## config.mk

```make
export PLATFORM = sky130hd
export DESIGN_NAME = cc_channel
export DESIGN_NICKNAME = d
export VERILOG_FILES = /design/src/rtl/cc_pkg.sv /design/src/rtl/cc_in_sync.sv /design/src/rtl/cc_match.sv /design/src/rtl/cc_sticky_flags.sv /design/src/rtl/cc_channel.sv
export SDC_FILE = /design/constraint.sdc
export NUM_CORES = 1
export LEC_CHECK = 0
export ABC_CLOCK_PERIOD_IN_PS = 2100
export BUFFER_PORTS_ARGS = -buffer_cell sky130_fd_sc_hd__buf_2
export CORE_UTILIZATION = 42
export DETAILED_ROUTE_END_ITERATION = 8
export GPL_TIMING_DRIVEN = 0
export PLACE_DENSITY = 0.76
export SYNTH_ARGS = -nofsm -noshare
export SYNTH_HDL_FRONTEND = slang
export SYNTH_SLANG_ARGS = --single-unit
export TNS_END_PERCENT = 10
```

## constraint.sdc

```tcl
create_clock -name clk_i -period 2.1 [get_ports clk_i]
set_clock_uncertainty 0.2 [all_clocks]
set_input_delay 0.21 -clock clk_i [delete_from_list [all_inputs] [get_ports clk_i]]
set_output_delay 0.21 -clock clk_i [all_outputs]
set_load 0.02 [all_outputs]
```

## src/rtl/cc_pkg.sv

```systemverilog
`timescale 1ns/1ps
package cc_pkg;
  typedef enum logic [1:0] {
    CNT_UP     = 2'b00,
    CNT_DOWN   = 2'b01,
    CNT_CENTER = 2'b10,
    CNT_UP_ALT = 2'b11
  } cnt_mode_e;

  typedef enum logic [1:0] {
    POL_RISE     = 2'b00,
    POL_FALL     = 2'b01,
    POL_RISE_ALT = 2'b10,
    POL_BOTH     = 2'b11
  } pol_e;

  localparam logic ADDR_CCR  = 1'b0;
  localparam logic ADDR_STAT = 1'b1;

  localparam int unsigned STAT_FLAG_BIT = 0;
  localparam int unsigned STAT_OVC_BIT  = 1;
  localparam int unsigned STAT_W        = 2;
endpackage

```

## src/rtl/cc_in_sync.sv

```systemverilog
`timescale 1ns/1ps
module cc_in_sync #(
  parameter int unsigned SYNC_STAGES = 2
) (
  input  logic       clk_i,
  input  logic       rst_ni,
  input  logic       en_i,
  input  logic [1:0] pol_i,
  input  logic       sig_i,
  output logic       edge_o
);
  import cc_pkg::*;

  logic sync_out;
  logic last_q;
  logic rise, fall;

  generate
    if (SYNC_STAGES < 2) begin : g_single
      logic s_q;
      always_ff @(posedge clk_i or negedge rst_ni) begin
        if (!rst_ni) s_q <= 1'b0;
        else         s_q <= sig_i;
      end
      assign sync_out = s_q;
    end else begin : g_chain
      logic [SYNC_STAGES-1:0] s_q;
      always_ff @(posedge clk_i or negedge rst_ni) begin
        if (!rst_ni) s_q <= '0;
        else         s_q <= {s_q[SYNC_STAGES-2:0], sig_i};
      end
      assign sync_out = s_q[SYNC_STAGES-1];
    end
  endgenerate

  always_ff @(posedge clk_i or negedge rst_ni) begin
    if (!rst_ni) last_q <= 1'b0;
    else         last_q <= sync_out;
  end

  assign rise = sync_out & ~last_q;
  assign fall = ~sync_out & last_q;

  always_comb begin
    unique case (pol_i)
      POL_FALL: edge_o = en_i & fall;
      POL_BOTH: edge_o = en_i & (rise | fall);
      default:  edge_o = en_i & rise;
    endcase
  end
endmodule

```

## src/rtl/cc_match.sv

```systemverilog
`timescale 1ns/1ps
module cc_match #(
  parameter int unsigned W = 16
) (
  input  logic         en_i,
  input  logic [W-1:0] cnt_i,
  input  logic [W-1:0] arr_i,
  input  logic [W-1:0] ccr_i,
  input  logic [1:0]   cnt_mode_i,
  input  logic         ovf_i,
  input  logic         unf_i,
  output logic         set_o
);
  import cc_pkg::*;

  logic above_reload;
  logic wrap_evt;

  assign above_reload = ccr_i > arr_i;
  // a value beyond reload is never reached: fire at the wrap instead
  assign wrap_evt     = (cnt_mode_i == CNT_DOWN) ? unf_i : ovf_i;
  assign set_o        = en_i & (above_reload ? wrap_evt : (cnt_i == ccr_i));
endmodule

```

## src/rtl/cc_sticky_flags.sv

```systemverilog
`timescale 1ns/1ps
module cc_sticky_flags #(
  parameter int unsigned N = 2
) (
  input  logic         clk_i,
  input  logic         rst_ni,
  input  logic [N-1:0] set_i,
  input  logic [N-1:0] clr_i,
  output logic [N-1:0] q_o
);
  // set beats clear
  always_ff @(posedge clk_i or negedge rst_ni) begin
    if (!rst_ni) q_o <= '0;
    else         q_o <= set_i | (q_o & ~clr_i);
  end
endmodule

```

## src/rtl/cc_channel.sv

```systemverilog
`timescale 1ns/1ps
module cc_channel #(
  parameter int unsigned W           = 16,
  parameter int unsigned SYNC_STAGES = 2
) (
  input  logic         clk_i,
  input  logic         rst_ni,
  input  logic [W-1:0] cnt_i,
  input  logic [W-1:0] arr_i,
  input  logic [1:0]   cnt_mode_i,
  input  logic         ovf_i,
  input  logic         unf_i,
  input  logic         cap_mode_i,
  input  logic [1:0]   pol_i,
  input  logic         cap_in_i,
  input  logic         wr_en_i,
  input  logic         wr_addr_i,
  input  logic [W-1:0] wr_data_i,
  input  logic         rd_en_i,
  input  logic         rd_addr_i,
  output logic [W-1:0] rd_data_o,
  output logic         flag_o,
  output logic         ovc_o
);
  import cc_pkg::*;

  logic [W-1:0]      ccr_q;
  logic              cap_edge;
  logic              cmp_set;
  logic              ccr_wr;
  logic              stat_wr;
  logic              rd_clr;
  logic [STAT_W-1:0] st_set, st_clr, st_q;

  cc_in_sync #(.SYNC_STAGES(SYNC_STAGES)) u_sync (
    .clk_i  (clk_i),
    .rst_ni (rst_ni),
    .en_i   (cap_mode_i),
    .pol_i  (pol_i),
    .sig_i  (cap_in_i),
    .edge_o (cap_edge)
  );

  cc_match #(.W(W)) u_match (
    .en_i       (~cap_mode_i),
    .cnt_i      (cnt_i),
    .arr_i      (arr_i),
    .ccr_i      (ccr_q),
    .cnt_mode_i (cnt_mode_i),
    .ovf_i      (ovf_i),
    .unf_i      (unf_i),
    .set_o      (cmp_set)
  );

  assign ccr_wr  = wr_en_i & (wr_addr_i == ADDR_CCR) & ~cap_mode_i;
  assign stat_wr = wr_en_i & (wr_addr_i == ADDR_STAT);
  assign rd_clr  = rd_en_i & (rd_addr_i == ADDR_CCR) & cap_mode_i;

  always_ff @(posedge clk_i or negedge rst_ni) begin
    if (!rst_ni)       ccr_q <= '0;
    else if (cap_edge) ccr_q <= cnt_i;
    else if (ccr_wr)   ccr_q <= wr_data_i;
  end

  always_comb begin
    st_set = '0;
    st_clr = '0;
    st_set[STAT_FLAG_BIT] = cap_mode_i ? cap_edge : cmp_set;
    st_clr[STAT_FLAG_BIT] = (stat_wr & ~wr_data_i[STAT_FLAG_BIT]) | rd_clr;
    // a capture that lands together with the servicing read is not an overrun
    st_set[STAT_OVC_BIT]  = cap_edge & st_q[STAT_FLAG_BIT] & ~rd_clr;
    st_clr[STAT_OVC_BIT]  = stat_wr & ~wr_data_i[STAT_OVC_BIT];
  end

  cc_sticky_flags #(.N(STAT_W)) u_flags (
    .clk_i  (clk_i),
    .rst_ni (rst_ni),
    .set_i  (st_set),
    .clr_i  (st_clr),
    .q_o    (st_q)
  );

  assign flag_o = st_q[STAT_FLAG_BIT];
  assign ovc_o  = st_q[STAT_OVC_BIT];

  always_comb begin
    rd_data_o = '0;
    if (rd_addr_i == ADDR_CCR) rd_data_o = ccr_q;
    else                       rd_data_o[STAT_W-1:0] = st_q;
  end
endmodule

```

### Yosys cells after proc, flatten, opt, wreduce, memory -nomap -nowiden

Cells that the tools add are included.

* output and inout port bits: 18
* logic and storage cells: 46
* bits of input ports: 62
* flip-flop bits (word level): 21

* $lt $le $gt $ge: 1
* reductions and logical operators: 1
* bitwise operators: 28
* multiplexer cells: 8
* eq/ne operators: 4

Operator list (count)
* 16-bit two-way mux: 2
* 16-bit equality test: 1
* 16-bit > comparator: 1
* 1-bit bitwise AND: 15
* 14-bit two-way mux: 1
* 1-bit inverter: 8
* 2-bit by 1-bit equality test with 1-bit output (second input constant): 2
* 1-bit two-way mux: 3
* 2-bit bitwise AND: 1
* 2-bit equality test (second input constant): 1
* 2-bit two-way mux: 1
* 2-bit inverter: 1
* 1-bit OR: 2
* 2-bit OR: 1
* 1-bit case mux with 2 select lines: 1
* 2-bit nonzero test: 1

### Depth between registers and ports, before layout

* depth in word-level cells: 8
* gate-level depth with buffers: 8
* depth with buffers taken out: 7

### Hierarchy

Synthesis repeated with hierarchy kept, for this count alone.

* cell total of the unflattened synthesis: 177
* area total of the unflattened synthesis: 1838.0 µm²

By module, submodules not included
* cc_channel: area each 1007.2 µm², cells each 77, instances 1
* cc_match: area each 616.8 µm², cells each 82, instances 1
* cc_in_sync: area each 141.4 µm², cells each 12, instances 1
* cc_sticky_flags: area each 72.6 µm², cells each 6, instances 1

### Worst setup path before layout

Ideal clock, no wire load.

* kind: register to register
* from: register ccr_q[14]
* to: register u_flags.q_o[0]
* stages on the path, launching flop included: 7
* clock period less this slack: 1.951 ns
* slack: 0.149 ns
* arrival time: 1.672 ns
* cell sequence: dfrtp_1 > ha_1 > a21oi_1 > nand2_1 > a221o_1 > o31ai_2 > mux2i_1

* longest elaborated chain between the ends: 5
* elaborated cells between the ends (all ways): 6
* those cells by class: order compare (1); eq/ne (1); mux (2); bitwise (2)

RTL lines
* from (decl): RTL line cc_channel.sv:27 `logic [W-1:0] ccr_q;`
* from (signal assigned): RTL line cc_channel.sv:61 `else if (cap_edge) ccr_q <= cnt_i;`
* from (signal assigned): RTL line cc_channel.sv:62 `else if (ccr_wr) ccr_q <= wr_data_i;`
* 16-bit > comparator / 16-bit equality test (equally long branches): RTL line cc_match.sv:19, cc_match.sv:22
* 1-bit two-way mux (*): RTL line cc_match.sv:22 `assign set_o = en_i & (above_reload ? wrap_evt : (cnt_i == ccr_i));`
* 1-bit bitwise AND (*): RTL line cc_match.sv:22
* 1-bit two-way mux (*): RTL line cc_channel.sv:68 `st_set[STAT_FLAG_BIT] = cap_mode_i ? cap_edge : cmp_set;`
* 2-bit OR (*): RTL line cc_sticky_flags.sv:14 `else q_o <= set_i | (q_o & ~clr_i);`
* to (signal assigned): RTL line cc_sticky_flags.sv:14
* to (decl): RTL line cc_sticky_flags.sv:9 `output logic [N-1:0] q_o`

Mark *: on every way between the ends. The rest lies on a longest branch, timed or not.
A chain may end at the register's enable or synchronous reset.

### Worst setup path after layout

Ends and elaborated chain as after synthesis.

==> results.cfg <==
[run_status]
outcome = finished clean

[min_path]
hp-class = in2reg

[sta]
fmax_mhz = 489
worst_slack_ns = 0.0555
worst_slew_pin_slew_ns = 0.516
maxSlewViolCount = 0
setup_viol = 0
fin_crit_sh_pct = 97.4
max_slew_margin_pct = 65.6
final-hold-violation-count = 0
finalSetupTns_ns = 0
final.min_clock_period_ns = 2.04
hold_ws_ns = 0.00343

[placement]
gp_congestion = 0.845
dp.cells = 302
numPortBuffers = 79
place_ws_ns = -0.0273
dp_hpwl_um = 3350

[worst_setup_path]
start_kind = register
arrival_ns = 2.04
worstPathMaxFanout = 3
cp.required_ns = 2.09
critPathKind = reg2reg
crit_path_end_kind = register

[final_layout]
layout.area.seq_um2 = 526
nets = 348
fin_cells = 315
num_antenna_cells = 0
final_common_cell = buf_2
layout-drive-gt1-share_pct = 40.1
syn2layout_area_growth_pct = 36.1
fill_cells = 354
layout_common_cells = 80 x buf_2, 21 x dfrtp_1, 18 x inv_1
multi_input_area_mm2 = 0.00111

[clocking]
clock_path_buffers = 2
h-tree-depth = 1
clockRootBuffer = clkbuf_8
clock_sinks = 21
clk_pin_slew_ns = 0.08
cts_tree = done
clk_latency_ns = 0.27
cts_buffers = 3

[logic_synthesis]
synthesis.area_mm2 = 0.00170
synth_cell_type_count = 35
synthesis.nets = 255
yosys_warnings = 0
ys_ff_latch = 21
syn_avg_cell_area_um2 = 9.70
synthCells = 175
synth.yosys.seq_area_share_pct = 31.0

[grt]
antenna_found_initial = 0
grt-ovfl-total = 0
grtUsageTotal_pct = 20.4
first_global_vias = 1513
grt_max_degree = 22
grt_pass1_wl_um = 6630

[floorplan]
die_h_um = 65.6
start_util_pct = 45.0
row_count = 22
die_area_mm2 = 0.00430
pin_count = 80
core_area_mm2 = 0.00377
die_w_um = 65.6

[drt]
drc = 0
routed_wl_um = 4390
antenna_left = 0
wl_per_cell_um = 13.9
viasPerCell = 5.21
drt-pass1-iter-count = 4
drtIter0Drc = 64
routed-via-count = 1641

[power]
ir_worst_vdd_uv = 401
power_frac_clock_pct = 18.0
p_sw_mw = 0.575
power.share.combinational_pct = 44.8
leakagePower_nw = 1.26
switching_share_pct = 37.5
p_per_area_mw_per_mm2 = 664
p_int_mw = 0.958
pwr-share-seq_pct = 37.2

[job]
cap_viol_max_count = 0
layout make-up:
cell class                 instances  share of cell area, %
buffer                             4                   1.19
timing repair buffer              88                   20.3
inverter                          19                   3.09
sequential                        21                   22.8
clock inverter                     1                  0.217
clock buffer                       3                   1.79
multi-input combinational        131                   48.1
tap                               48                   2.60
layer usage:
layer / up-vias / GRT usage, % / wire, um
met2: 62 / 36.5 / 2150
met3: 2 / 3.82 / 254
met4: 0 / 2.45 / 12
met1: 767 / 25.9 / 1970
li1: 810 / - / -
met5: - / 0 / 0
cell families (layout without fill, tap and decap cells):
family | Yosys count | in the layout | share of synthesized area (%)
AOI/OAI and AO/OA | 51 | 51 | 23.5
and+or+nand+nor | 43 | 43 | 16.3
buffers and inverters | 23 | 115 | 5.83
DFF | 21 | 21 | 31.0
adders and majority gates | 18 | 18 | 13.3
xor gates and xnor gates | 16 | 16 | 8.26
muxes | 3 | 3 | 1.92
critical path: stages (launching register included):
cell and delay (ns):
dfrtp_1 0.39, ha_1 0.31, a21oi_1 0.16, nand2_1 0.08, a221o_1 0.37, o31ai_2 0.23, mux2i_1 0.22
power groups by stage:
| stage | clock network (mW) | registers (mW) | logic [mW] |
|---|---|---|---|
| 6_report | 0.276 | 0.570 | 0.687 |
| 2_1_floorplan | 0 | 0.581 | 0.413 |
| 5_1_grt | 0.293 | 0.585 | 0.757 |
| 3_3_place_gp | 0 | 0.575 | 0.623 |
| 4_1_cts | 0.280 | 0.568 | 0.659 |
| 3_5_place_dp | 0 | 0.581 | 0.638 |
cell usage after synthesis, drive strengths merged:
cell type,n,area share (%)
o21ai,4,1.2
ha,18,13
nor4,2,1.1
a22o,15,7.7
o31ai,2,1.2
nand3b,1,0.44
nor2,3,1.5
nand2,8,1.8
a21boi,1,0.66
nor2b,17,6.3
or2,1,0.52
xnor2,16,8.3
a31oi,2,1.6
o211ai,2,0.88
clkbuf,1,0.22
nand3,4,1.2
nand4,5,1.8
mux2i,1,0.59
nor3b,1,1.1
mux2,2,1.3
dfrtp,21,31
a21oi,7,2.1
a21o,16,7.1
a221o,1,0.59
a22oi,1,0.44
inv,19,4.2
and4,1,0.52
buf,3,1.4
state kept, by name (all words and copies together), names as in the netlist:
name and count:
ccr_q 16, u_flags.q_o 2, u_sync.g_chain.s_q 2, u_sync.last_q 1
stage by stage:
step	instance area [um2]	power [mW]	utilization (%)
2_1_floorplan	1700	0.994	-
3_3_place_gp	2150	1.20	57.1
3_5_place_dp	2150	1.22	57.1
4_1_cts	2230	1.51	59.2
5_1_grt	2310	1.63	61.2
6_report	2310	1.53	61.2
worst paths after layout:
path | start | endpoint | slack [ns] | cells after the start
min in group asynchronous | rst_ni | ccr_q[12] | 0.27 | 2
hold / removal | wr_data_i[1] | u_flags.q_o[1] | 0.003 | 3
hold reg to reg | u_sync.g_chain.s_q[0] | u_sync.g_chain.s_q[1] | 0.16 | 0
max in group asynchronous | rst_ni | ccr_q[1] | 1.09 | 2
setup / recovery | ccr_q[14] | u_flags.q_o[0] | 0.06 | 6
setup reg to reg | ccr_q[14] | u_flags.q_o[0] | 0.06 | 6
what timing repair did:
action	CTS	global route
hold buffers	2	0
endpoints found under the hold margin	22	0
setup endpoints to repair	1	11
buffers inserted	2	5
gates resized for setup	0	3
pin swaps	1	5
Power figures use the tool's default switching activity.
